`src/rtl/shift20_pkg.sv`:
```
package shift20_pkg;
  localparam int unsigned DATA_W = 20;
  localparam int unsigned WORD_W = 16;
  localparam int unsigned CNT_W  = 2;

  typedef enum logic [1:0] {
    SK_RRC = 2'd0,
    SK_RRU = 2'd1,
    SK_RRA = 2'd2,
    SK_RLA = 2'd3
  } shift_kind_e;
endpackage

```
`src/rtl/shift20_step.sv`:
```
module shift20_step
  import shift20_pkg::*;
#(
  parameter int unsigned DW = DATA_W,
  parameter int unsigned WW = WORD_W
) (
  input  logic [DW-1:0] data_i,
  input  logic          carry_i,
  input  shift_kind_e   kind_i,
  input  logic          wide_i,
  output logic [DW-1:0] data_o,
  output logic          carry_o
);
  localparam int unsigned IW = $clog2(DW);
  localparam logic [DW-1:0] WIDE_MASK = {DW{1'b1}};
  localparam logic [DW-1:0] WORD_MASK = {{(DW-WW){1'b0}}, {WW{1'b1}}};

  logic [DW-1:0] mask, d, r;
  logic [IW-1:0] msb;

  always_comb begin
    mask = wide_i ? WIDE_MASK : WORD_MASK;
    msb  = wide_i ? IW'(DW-1) : IW'(WW-1);
    d    = data_i & mask;
    r    = d >> 1;
    carry_o = d[0];
    unique case (kind_i)
      SK_RRC: r[msb] = carry_i;
      SK_RRU: r[msb] = 1'b0;
      SK_RRA: r[msb] = d[msb];
      SK_RLA: begin
        r       = d << 1;
        carry_o = d[msb];
      end
      default: r = d;
    endcase
    data_o = r & mask;
  end
endmodule

```
`src/rtl/shift20_flags.sv`:
```
module shift20_flags
  import shift20_pkg::*;
#(
  parameter int unsigned DW = DATA_W,
  parameter int unsigned WW = WORD_W
) (
  input  logic [DW-1:0] value_i,
  input  logic          wide_i,
  output logic          zero_o,
  output logic          neg_o
);
  always_comb begin
    zero_o = (value_i == '0);
    neg_o  = wide_i ? value_i[DW-1] : value_i[WW-1];
  end
endmodule

```
`src/rtl/shift20_ctrl.sv`:
```
module shift20_ctrl
  import shift20_pkg::*;
#(
  parameter int unsigned CW = CNT_W
) (
  input  logic          clk_i,
  input  logic          rst_ni,
  input  logic          start_i,
  input  logic [CW-1:0] cnt_i,
  output logic          busy_o,
  output logic          done_o,
  output logic          load_o,
  output logic          step_o,
  output logic          last_o
);
  localparam int unsigned RW = CW + 1;

  logic [RW-1:0] rem_q;
  logic          busy_q, done_q;

  assign load_o = start_i & ~busy_q;
  assign step_o = busy_q;
  assign last_o = busy_q & (rem_q == RW'(1));
  assign busy_o = busy_q;
  assign done_o = done_q;

  always_ff @(posedge clk_i or negedge rst_ni) begin
    if (!rst_ni) begin
      rem_q  <= '0;
      busy_q <= 1'b0;
      done_q <= 1'b0;
    end else begin
      done_q <= 1'b0;
      if (load_o) begin
        rem_q  <= RW'(cnt_i) + RW'(1);
        busy_q <= 1'b1;
      end else if (busy_q) begin
        rem_q <= rem_q - RW'(1);
        if (last_o) begin
          busy_q <= 1'b0;
          done_q <= 1'b1;
        end
      end
    end
  end
endmodule

```
`src/rtl/shift20_unit.sv`:
```
module shift20_unit
  import shift20_pkg::*;
(
  input  logic              clk_i,
  input  logic              rst_ni,
  input  logic              start_i,
  input  logic [DATA_W-1:0] operand_i,
  input  logic [CNT_W-1:0]  cnt_i,
  input  logic [1:0]        kind_i,
  input  logic              addr_mode_i,
  input  logic              carry_i,
  output logic              busy_o,
  output logic              done_o,
  output logic [DATA_W-1:0] result_o,
  output logic              c_o,
  output logic              z_o,
  output logic              n_o,
  output logic              v_o
);
  localparam logic [DATA_W-1:0] WORD_MASK = {{(DATA_W-WORD_W){1'b0}}, {WORD_W{1'b1}}};

  logic              load, step, last;
  logic [DATA_W-1:0] data_q, step_data;
  logic              carry_q, step_carry;
  shift_kind_e       kind_q;
  logic              wide_q;
  logic              c_q, z_q, n_q, nz, nn;

  shift20_ctrl #(.CW(CNT_W)) ctrl_i (
    .clk_i, .rst_ni, .start_i, .cnt_i,
    .busy_o, .done_o,
    .load_o(load), .step_o(step), .last_o(last)
  );

  shift20_step #(.DW(DATA_W), .WW(WORD_W)) step_i (
    .data_i(data_q), .carry_i(carry_q), .kind_i(kind_q), .wide_i(wide_q),
    .data_o(step_data), .carry_o(step_carry)
  );

  shift20_flags #(.DW(DATA_W), .WW(WORD_W)) flags_i (
    .value_i(step_data), .wide_i(wide_q), .zero_o(nz), .neg_o(nn)
  );

  always_ff @(posedge clk_i or negedge rst_ni) begin
    if (!rst_ni) begin
      data_q  <= '0;
      carry_q <= 1'b0;
      kind_q  <= SK_RRC;
      wide_q  <= 1'b0;
      c_q     <= 1'b0;
      z_q     <= 1'b0;
      n_q     <= 1'b0;
    end else if (load) begin
      data_q  <= addr_mode_i ? operand_i : (operand_i & WORD_MASK);
      carry_q <= carry_i;
      kind_q  <= shift_kind_e'(kind_i);
      wide_q  <= addr_mode_i;
    end else if (step) begin
      data_q  <= step_data;
      carry_q <= step_carry;
      if (last) begin
        c_q <= step_carry;
        z_q <= nz;
        n_q <= nn;
      end
    end
  end

  assign result_o = data_q;
  assign c_o      = c_q;
  assign z_o      = z_q;
  assign n_o      = n_q;
  assign v_o      = 1'b0;
endmodule

```
`config.mk`:
```
export PLATFORM = sky130hd
export DESIGN_NAME = shift20_unit
export DESIGN_NICKNAME = d
export VERILOG_FILES = /design/src/rtl/shift20_pkg.sv /design/src/rtl/shift20_step.sv /design/src/rtl/shift20_flags.sv /design/src/rtl/shift20_ctrl.sv /design/src/rtl/shift20_unit.sv
export SDC_FILE = /design/constraint.sdc
export NUM_CORES = 1
export LEC_CHECK = 0
export BUFFER_PORTS_ARGS = -buffer_cell sky130_fd_sc_hd__buf_2
export CAP_MARGIN = 40
export CORE_AREA = 10 10 68 70
export CTS_BUF_LIST = sky130_fd_sc_hd__clkbuf_4 sky130_fd_sc_hd__clkbuf_8
export DETAILED_ROUTE_END_ITERATION = 7
export DIE_AREA = 0 0 78 80
export PLACE_DENSITY_LB_ADDON = 0.2
export SETUP_SLACK_MARGIN = 0.15
export SLEW_MARGIN = 20
export SYNTH_ARGS = -nofsm -noshare
export SYNTH_HDL_FRONTEND = slang
export SYNTH_SLANG_ARGS = --single-unit
```
`constraint.sdc`:
```
create_clock -name clk_i -period 4.3 [get_ports clk_i]
set_clock_uncertainty 0.05 [all_clocks]
set_input_delay 0.86 -clock clk_i [delete_from_list [all_inputs] [get_ports clk_i]]
set_output_delay 0.86 -clock clk_i [all_outputs]
set_load 0.005 [all_outputs]
```
==> results of run 1 <==
[worst register-to-register path: cells and delay by family, from the launching register on]
kind               cells  cell delay (ns)
muxes                  1             0.38
DFF                    1             0.48
and+or+nand+nor        3             0.60
AOI/OAI and AO/OA      1             0.20
[registers in the layout (all words and copies together) (netlist names)]
name	flops
result_o	20
ctrl_i.rem_q	3
kind_q	2
c_o	1
carry_q	1
ctrl_i.busy_o	1
ctrl_i.done_o	1
n_o	1
wide_q	1
z_o	1
[where the power goes]
| part | switching [uW] | internal, uW |
|---|---|---|
| registers | 166 | 443 |
| clock network | 104 | 128 |
| logic | 336 | 343 |
| total | 605 | 914 |
[how the worst max path moves through the flow]
| stage | startpoint | end | slack (ns) | cells after the start |
|---|---|---|---|---|
| 3_3_place_gp | start_i | kind_q[1]$_DFFE_PN0P_ | 2.01 | 3 |
| 5_1_grt | start_i | wide_q$_DFFE_PN0P_ | 2.21 | 3 |
| 4_1_cts | start_i | kind_q[0]$_DFFE_PN0P_ | 2.30 | 3 |
| 2_1_floorplan | start_i | ctrl_i.rem_q[0]$_DFFE_PN0P_ | 2.63 | 4 |
| 3_5_place_dp | start_i | kind_q[0]$_DFFE_PN0P_ | 1.94 | 3 |
| 6_report | start_i | kind_q[0]$_DFFE_PN0P_ | 2.31 | 3 |
[metrics by stage]
| step | hold slack [ns] | worst slack (ns) |
|---|---|---|
| 2_1_floorplan | 0.422 | 2.63 |
| 3_3_place_gp | 0.417 | 2.01 |
| 3_5_place_dp | 0.426 | 1.94 |
| 4_1_cts | 0.449 | 2.30 |
| 5_1_grt | 0.473 | 2.21 |
| 6_report | 0.447 | 2.31 |
[logic make-up (layout without fill, tap and decap cells)]
logic type / count (synthesis) / count (layout)
compound gates: 58 / 58
xor+xnor: 1 / 1
fa+ha+maj: 3 / 3
buf+inv: 17 / 65
flops: 32 / 32
mux: 22 / 22
other cells: 1 / 1
simple gates: 52 / 52
[area by class of cell]
| cell class | instances | area, sq um |
|---|---|---|
| clock buffer | 6 | 45.0 |
| sequential | 32 | 801 |
| inverter | 3 | 11.3 |
| fill | 281 | 1120 |
| clock inverter | 2 | 35.0 |
| timing repair buffer | 54 | 273 |
| tap | 46 | 57.6 |
| multi-input combinational | 137 | 938 |
[routing by layer]
| layer | up-vias | global-route usage (%) | wire (microns) | part of all wire [%] |
|---|---|---|---|---|
| met5 | - | 0 | 0 | 0 |
| met4 | 0 | 4.30 | 44 | 0.96 |
| met2 | 45 | 25.5 | 2310 | 50 |
| li1 | 778 | - | - | - |
| met3 | 5 | 6.87 | 324 | 7.1 |
| met1 | 778 | 16.0 | 1900 | 41 |
[layout by cell type (no fill, tap or decap), types with 2 or more instances in the layout]
cell type	instances
sky130_fd_sc_hd__clkbuf_4	6
sky130_fd_sc_hd__dfrtp_1	32
sky130_fd_sc_hd__ha_1	3
sky130_fd_sc_hd__or4_1	2
sky130_fd_sc_hd__nand3_1	4
sky130_fd_sc_hd__a211oi_1	18
sky130_fd_sc_hd__mux2_2	6
sky130_fd_sc_hd__a31oi_1	2
sky130_fd_sc_hd__buf_2	53
sky130_fd_sc_hd__o21ai_0	5
sky130_fd_sc_hd__nor2b_1	22
sky130_fd_sc_hd__mux2i_1	16
sky130_fd_sc_hd__nand2_1	9
sky130_fd_sc_hd__a311oi_1	2
sky130_fd_sc_hd__o22ai_1	2
sky130_fd_sc_hd__inv_1	3
sky130_fd_sc_hd__a21oi_1	23
sky130_fd_sc_hd__nor2_1	5
sky130_fd_sc_hd__nand2b_1	2
==> parameters.txt, run 1 <==
Parameter                              Value

Synthesis
  List of most frequent post-synthesis cells    sky130_fd_sc_hd__dfrtp_1 (32), sky130_fd_sc_hd__a21oi_1 (23), sky130_fd_sc_hd__nor2b_1 (22), sky130_fd_sc_hd__a211oi_1 (18), sky130_fd_sc_hd__mux2i_1 (16)
  Main combinational cell family by area after synthesis    compound AO/OA/AOI/OAI gates
  Seq/Total Area, Yosys    44.0%
  Post-synthesis instance area    1820 sq um
  XOR/XNOR share of the synthesized area    0.481%
  Most used standard cell by instance count after synthesis    sky130_fd_sc_hd__dfrtp_1
  Largest cells by area after synthesis    sky130_fd_sc_hd__dfrtp_1 (44%), sky130_fd_sc_hd__mux2i_1 (8.8%), sky130_fd_sc_hd__nor2b_1 (7.6%)
  Top FF cell, synth    sky130_fd_sc_hd__dfrtp_1
  Instance count of the mapped netlist    186
  Complex-gate fraction of the synthesized area    20.3%
  Count of warnings emitted by yosys    0
  Average instance area after synthesis    9.79 sq um
  Mapped Nets    218
  Number of storage elements in the synthesis netlist    32
  Netlist cell types    38
  Most area-hungry cell type in the Yosys netlist    sky130_fd_sc_hd__dfrtp_1
  Simple-gate area share of the yosys netlist    16.0%
  Share of the synthesized area in the top cell type    44.0%
  Portion of netlist area occupied by mux cells    12.5%
  Share of async-settable or async-resettable flops after synthesis    100%
  EDFF count, synth    0
  Arithmetic-cell share of the synthesized area counting full adders, half adders and majority gates    2.06%

Global route
  Wire length of the first global-routing pass    7.58 mm
  All-Layer GR Usage    14.8%
  Total congestion overflow after global routing    0
  Initial antenna violation count    0
  Pin count of the biggest net entering global routing    50
  Via count of the first global-routing pass    1,683

Floorplanning
  Site row count    21
  I/O pins    55
  Starting density of the core    55.4%
  Die ar.    6240 sq um
  Core Footprint    3280 sq um
  Chip height    80 microns
  Die extent in x    78 microns

Place
  Half-perimeter wire length after placement    3.35 mm
  Total cell area at the placement stage    2080 sq um
  Port buffer count    53
  Placed instance count    272
  Final estimated routing congestion in global placement    0.839

Route
  Post-route antenna net violation count    0
  Routed length per placed instance    16.4 microns
  Detailed Route Iter0 Violations    106
  Number of search-and-repair iterations in the first detailed-routing pass    4
  Total wire length    4.59 mm
  Routed via count    1,606
  Vias per std cell    5.74
  Total DRC errors in the routed layout    0

STA
  Slew Limit Fails    0
  Max Clock Freq    502 MHz
  Final Hold Fails    0
  Worst max-slew margin expressed relative to the limit    45.5%
  Fin Setup TNS    0 ns
  # setup viols final    0
  RSZ-0062 raised after global routing    false
  Fin crit period    1.99 ns
  Worst-Margin Slew    0.818 ns
  Fraction of the cycle the final worst path needs    46.3%

Setup path
  CP arrival    2.18 ns
  Standard cell with the maximum stage delay on the critical path    sky130_fd_sc_hd__buf_2
  Sort of element at the end of the critical path    register
  Bufs and invs on worst path    1
  Beginning of the worst register-to-register path    kind_q[1]$_DFFE_PN0P_
  Category of the worst setup path launch point    primary input
  Highest fanout seen on the critical path    49
  CP Cell Sequence    buf_2 -> nor2b_1 -> mux2_2
  Critical Path RT    4.48 ns
  Destination of the worst register-to-register timing path    z_o$_DFFE_PN0P_
  Worst R2R Setup Slack    2.51 ns
  Crit path kind    in -> reg
  Cell family with the largest share of critical-path delay    buffers and inverters
  FF-to-FF path depth    5
  Crit-path max cell delay    0.62 ns

CTS
  Worst-path clk slew    0.11 ns
  Hold bufs inserted after CTS    0
  Gates resized, CTS repair    0
  Number of H-tree branching levels    2
  Clock Sinks    32
  Clk buf depth    2
  CTS buffer count    5
  CTS root buf    sky130_fd_sc_hd__clkbuf_4
  Worst skew pair latency    0.34 ns
  Number of buffers added for setup after CTS    0
  TritonCTS clock tree    built

Cells and area
  Post-layout instance area    2160 sq um
  Count of non-filler cells in the finished layout    280
  Number of diodes added for antenna fixing    0
  Relative area change from synthesis to final layout    18.7%
  Fraction of final layout cells sized beyond drive strength 1    31.2%
  Core Util, Final    65.8%
  Nets    265

Worst hold path
  Hold path endpoint    c_o$_DFFE_PN0P_
  Worst Hold Launch    c_o$_DFFE_PN0P_
  Path category of the worst min-delay check    reg -> reg
  Hold path depth    2

Power
  Tot Pwr    1520 uW
  Pleak    0.000974 uW
  Peak supply drop    0.424 mV
  Power per Cell Area    703 nW/um^2

Status
  Run status    completed

Flow run
  Max cap viols    0
Power figures use the tool's default switching activity.
==> run 2, diff against run 1 <==
Settings changed: ABC_AREA from default to 1, CORE_AREA 10 10 68 70 to 10 10 70 72, DIE_AREA 0 0 78 80 to 0 0 80 82.
Clock period 4.3 ns to 2.03 ns, I/O delays scaled along.
==> parameters.txt, run 2 <==
Parameter                              Value

Floorplanning
  Core Footprint    3580 sq um (+9.0%)
  Die ar.    6560 sq um (+5.1%)
  Starting density of the core    51.2% (-4.2 points)
  Chip height    82 microns (+2.5%)
  Die extent in x    80 microns (+2.6%)
  Site row count    22 (+4.8%)
  I/O pins    55 (unchanged)

Synthesis
  Post-synthesis instance area    1830 sq um (+0.69%)
  Average instance area after synthesis    7.80 sq um (-20%)
  Number of storage elements in the synthesis netlist    32 (unchanged)
  Instance count of the mapped netlist    235 (+26%)
  Largest cells by area after synthesis    sky130_fd_sc_hd__dfrtp_1 (44%), sky130_fd_sc_hd__nand2_1 (17%), sky130_fd_sc_hd__o221ai_1 (7.6%)
  EDFF count, synth    0 (unchanged)
  Mapped Nets    267 (+22%)
  Share of async-settable or async-resettable flops after synthesis    100% (unchanged)
  Most used standard cell by instance count after synthesis    sky130_fd_sc_hd__nand2_1
  Top FF cell, synth    sky130_fd_sc_hd__dfrtp_1
  Netlist cell types    24 (-37%)
  Most area-hungry cell type in the Yosys netlist    sky130_fd_sc_hd__dfrtp_1
  Count of warnings emitted by yosys    0 (unchanged)
  Seq/Total Area, Yosys    43.7% (-0.30 points)
  Share of the synthesized area in the top cell type    43.7% (-0.30 points)
  List of most frequent post-synthesis cells    sky130_fd_sc_hd__nand2_1 (82), sky130_fd_sc_hd__dfrtp_1 (32), sky130_fd_sc_hd__inv_1 (28), sky130_fd_sc_hd__nand3_1 (20), sky130_fd_sc_hd__o221ai_1 (16)

Cells and area
  Number of diodes added for antenna fixing    0 (unchanged)
  Sequential standard cell area    801 sq um (unchanged)
  Nets    319 (+20%)
  Relative area change from synthesis to final layout    17.3%
  Max reg flops    20 (unchanged)
  Area taken by multi-input logic gates    831 sq um (-11%)
  Most frequent cells in the layout    sky130_fd_sc_hd__nand2_1 (82), sky130_fd_sc_hd__buf_2 (53), sky130_fd_sc_hd__dfrtp_1 (32)
  Count of non-filler cells in the finished layout    335 (+20%)
  Filler cell count    352 (+25%)
  Most frequent standard cell in the layout excluding fill and tap cells    sky130_fd_sc_hd__nand2_1
  Fraction of final layout cells sized beyond drive strength 1    23.7% (-7.5 points)
  Core Util, Final    60.1% (-5.7 points)

Global route
  Via count of the first global-routing pass    1,734 (+3.0%)
  Wire length of the first global-routing pass    7.90 mm (+4.2%)
  Initial antenna violation count    0 (unchanged)
  All-Layer GR Usage    14.9% (+0.15 points)
  Total congestion overflow after global routing    0 (unchanged)
  Pin count of the biggest net entering global routing    33 (-34%)

Status
  Run status    completed

Place
  Placed instance count    328 (+21%)
  Port buffer count    53 (unchanged)
  Final estimated routing congestion in global placement    0.855 (+1.9%)
  Half-perimeter wire length after placement    3.59 mm (+7.3%)

STA
  # setup viols final    0 (unchanged)
  Worst max-slew margin expressed relative to the limit    52.8% (+7.3 points)
  Worst-Margin Slew    0.708 ns (-0.109 ns)
  Max Clock Freq    615 MHz
  Fin crit period    1.63 ns
  Fin Setup TNS    0 ns (unchanged)
  Slew Limit Fails    0 (unchanged)
  RSZ-0062 raised after global routing    false
  Fraction of the cycle the final worst path needs    80.1%
  Final Hold Fails    0 (unchanged)

CTS
  Hold bufs inserted after CTS    0 (unchanged)
  Worst-path clk slew    0.09 ns (-0.02 ns)
  Gates resized, CTS repair    0 (unchanged)
  CTS root buf    sky130_fd_sc_hd__clkbuf_4
  Clock Sinks    32 (unchanged)
  Number of buffers added for setup after CTS    0 (unchanged)
  Number of H-tree branching levels    2 (unchanged)
  CTS buffer count    5 (unchanged)
  Clk buf depth    2 (unchanged)
  Worst skew pair latency    0.33 ns (about the same)
  TritonCTS clock tree    built

Power
  Power per Cell Area    1510 nW/um^2 (+120%)
  Peak supply drop    0.713 mV (+68%)
  Tot Pwr    3250 uW (+110%)
  Pleak    0.00115 uW (+18%)

Setup path
  Critical Path RT    2.26 ns (-2.22 ns)
  Highest fanout seen on the critical path    28 (-43%)
  Sort of element at the end of the critical path    register
  Category of the worst setup path launch point    register
  Crit path kind    reg -> reg
  CP arrival    1.85 ns (-0.33 ns)
  FF-to-FF path depth    8 (+3)

Route
  Vias per std cell    5.21 (-9.1%)
  Number of search-and-repair iterations in the first detailed-routing pass    4 (unchanged)
  Post-route antenna net violation count    0 (unchanged)
  Total wire length    4.79 mm (+4.4%)
  Routed length per placed instance    14.3 microns (-13%)
  Detailed Route Iter0 Violations    154 (+45%)
  Total DRC errors in the routed layout    0 (unchanged)
  Routed via count    1,746 (+8.7%)

Flow run
  Max cap viols    0 (unchanged)

Worst hold path
  Path category of the worst min-delay check    in -> async
==> run 2: cell types whose count changed after synthesis, sizes merged, moves of 6 or more <==
cell    previous run  this run
nand2              9        83
inv                3        28
nor2b             22         0
a21oi             23         2
a211oi            18         0
mux2i             16         0
nand3              4        20
o221ai             0        16
nor2               5        14
o211ai             0         7
mux2               6         0
==> run 2: kinds of logic (layout without fill, tap and decap cells) <==
family | after synthesis | in the layout | synth area share [%]
AND/OR/NAND/NOR | 117 | 117 | 26.3
other | 1 | 1 | 0.205
buffers and inverters | 41 | 93 | 11.0
adder cells (fa/ha/maj) | 3 | 3 | 2.05
AO/OA/AOI/OAI | 40 | 40 | 16.2
flip-flops | 32 | 32 | 43.7
XOR/XNOR | 1 | 1 | 0.478
==> run 2: cell type report <==
| class | instances | share of cell area, % |
|---|---|---|
| clock buffers | 6 | 2.10 |
| repair buffers | 58 | 14.1 |
| flip-flops and latches | 32 | 37.3 |
| inverters | 28 | 4.89 |
| multi-input cells | 162 | 38.6 |
| clock inverters | 1 | 0.233 |
| well taps | 48 | 2.79 |
==> run 2: layer usage <==
| metal | vias up | GRT usage (%) | routed length [microns] |
|---|---|---|---|
| met2 | 63 | 23.6 | 2210 |
| met5 | - | 0 | 0 |
| li1 | 880 | - | - |
| met4 | 0 | 3.87 | 21 |
| met3 | 2 | 6.99 | 456 |
| met1 | 801 | 18.0 | 2100 |
==> run 2: worst max-delay path: stages (launching register included) <==
cell	delay, ns
sky130_fd_sc_hd__dfrtp_1	0.63
sky130_fd_sc_hd__nand2_8	0.19
sky130_fd_sc_hd__o21ai_0	0.27
sky130_fd_sc_hd__nand2_1	0.08
sky130_fd_sc_hd__nor2_1	0.10
sky130_fd_sc_hd__nand2_1	0.06
sky130_fd_sc_hd__nor2_1	0.09
sky130_fd_sc_hd__nand2_1	0.05
sky130_fd_sc_hd__nand2_1	0.05
==> run 2: final timing paths <==
check,slack (ns),from,to
max,0.40,kind_q[0]$_DFFE_PN0P_,z_o$_DFFE_PN0P_
min,0.07,rst_ni,result_o[2]$_DFFE_PN0P_
max reg2reg,0.40,kind_q[0]$_DFFE_PN0P_,z_o$_DFFE_PN0P_
min reg2reg,0.43,c_o$_DFFE_PN0P_,c_o$_DFFE_PN0P_
max in group asynchronous,1.41,rst_ni,result_o[0]$_DFFE_PN0P_
min in group clk_i,0.23,kind_i[1],kind_q[1]$_DFFE_PN0P_
==> run 2: where the power goes <==
group          internal (uW)  switching [uW]
combinational            692            1000
clock                    141             208
sequential               942             268
total                   1770            1480
==> run 2: through the flow <==
step	setup slack [ns]	hold slack, ns	instance area [sq um]
final	0.403	0.0661	2150
after global placement	0.508	0.412	2100
after global routing	0.210	0.0950	2150
after CTS	0.443	0.0801	2150
after floorplan	0.746	0.0604	1830
after detailed placement	0.478	0.415	2100
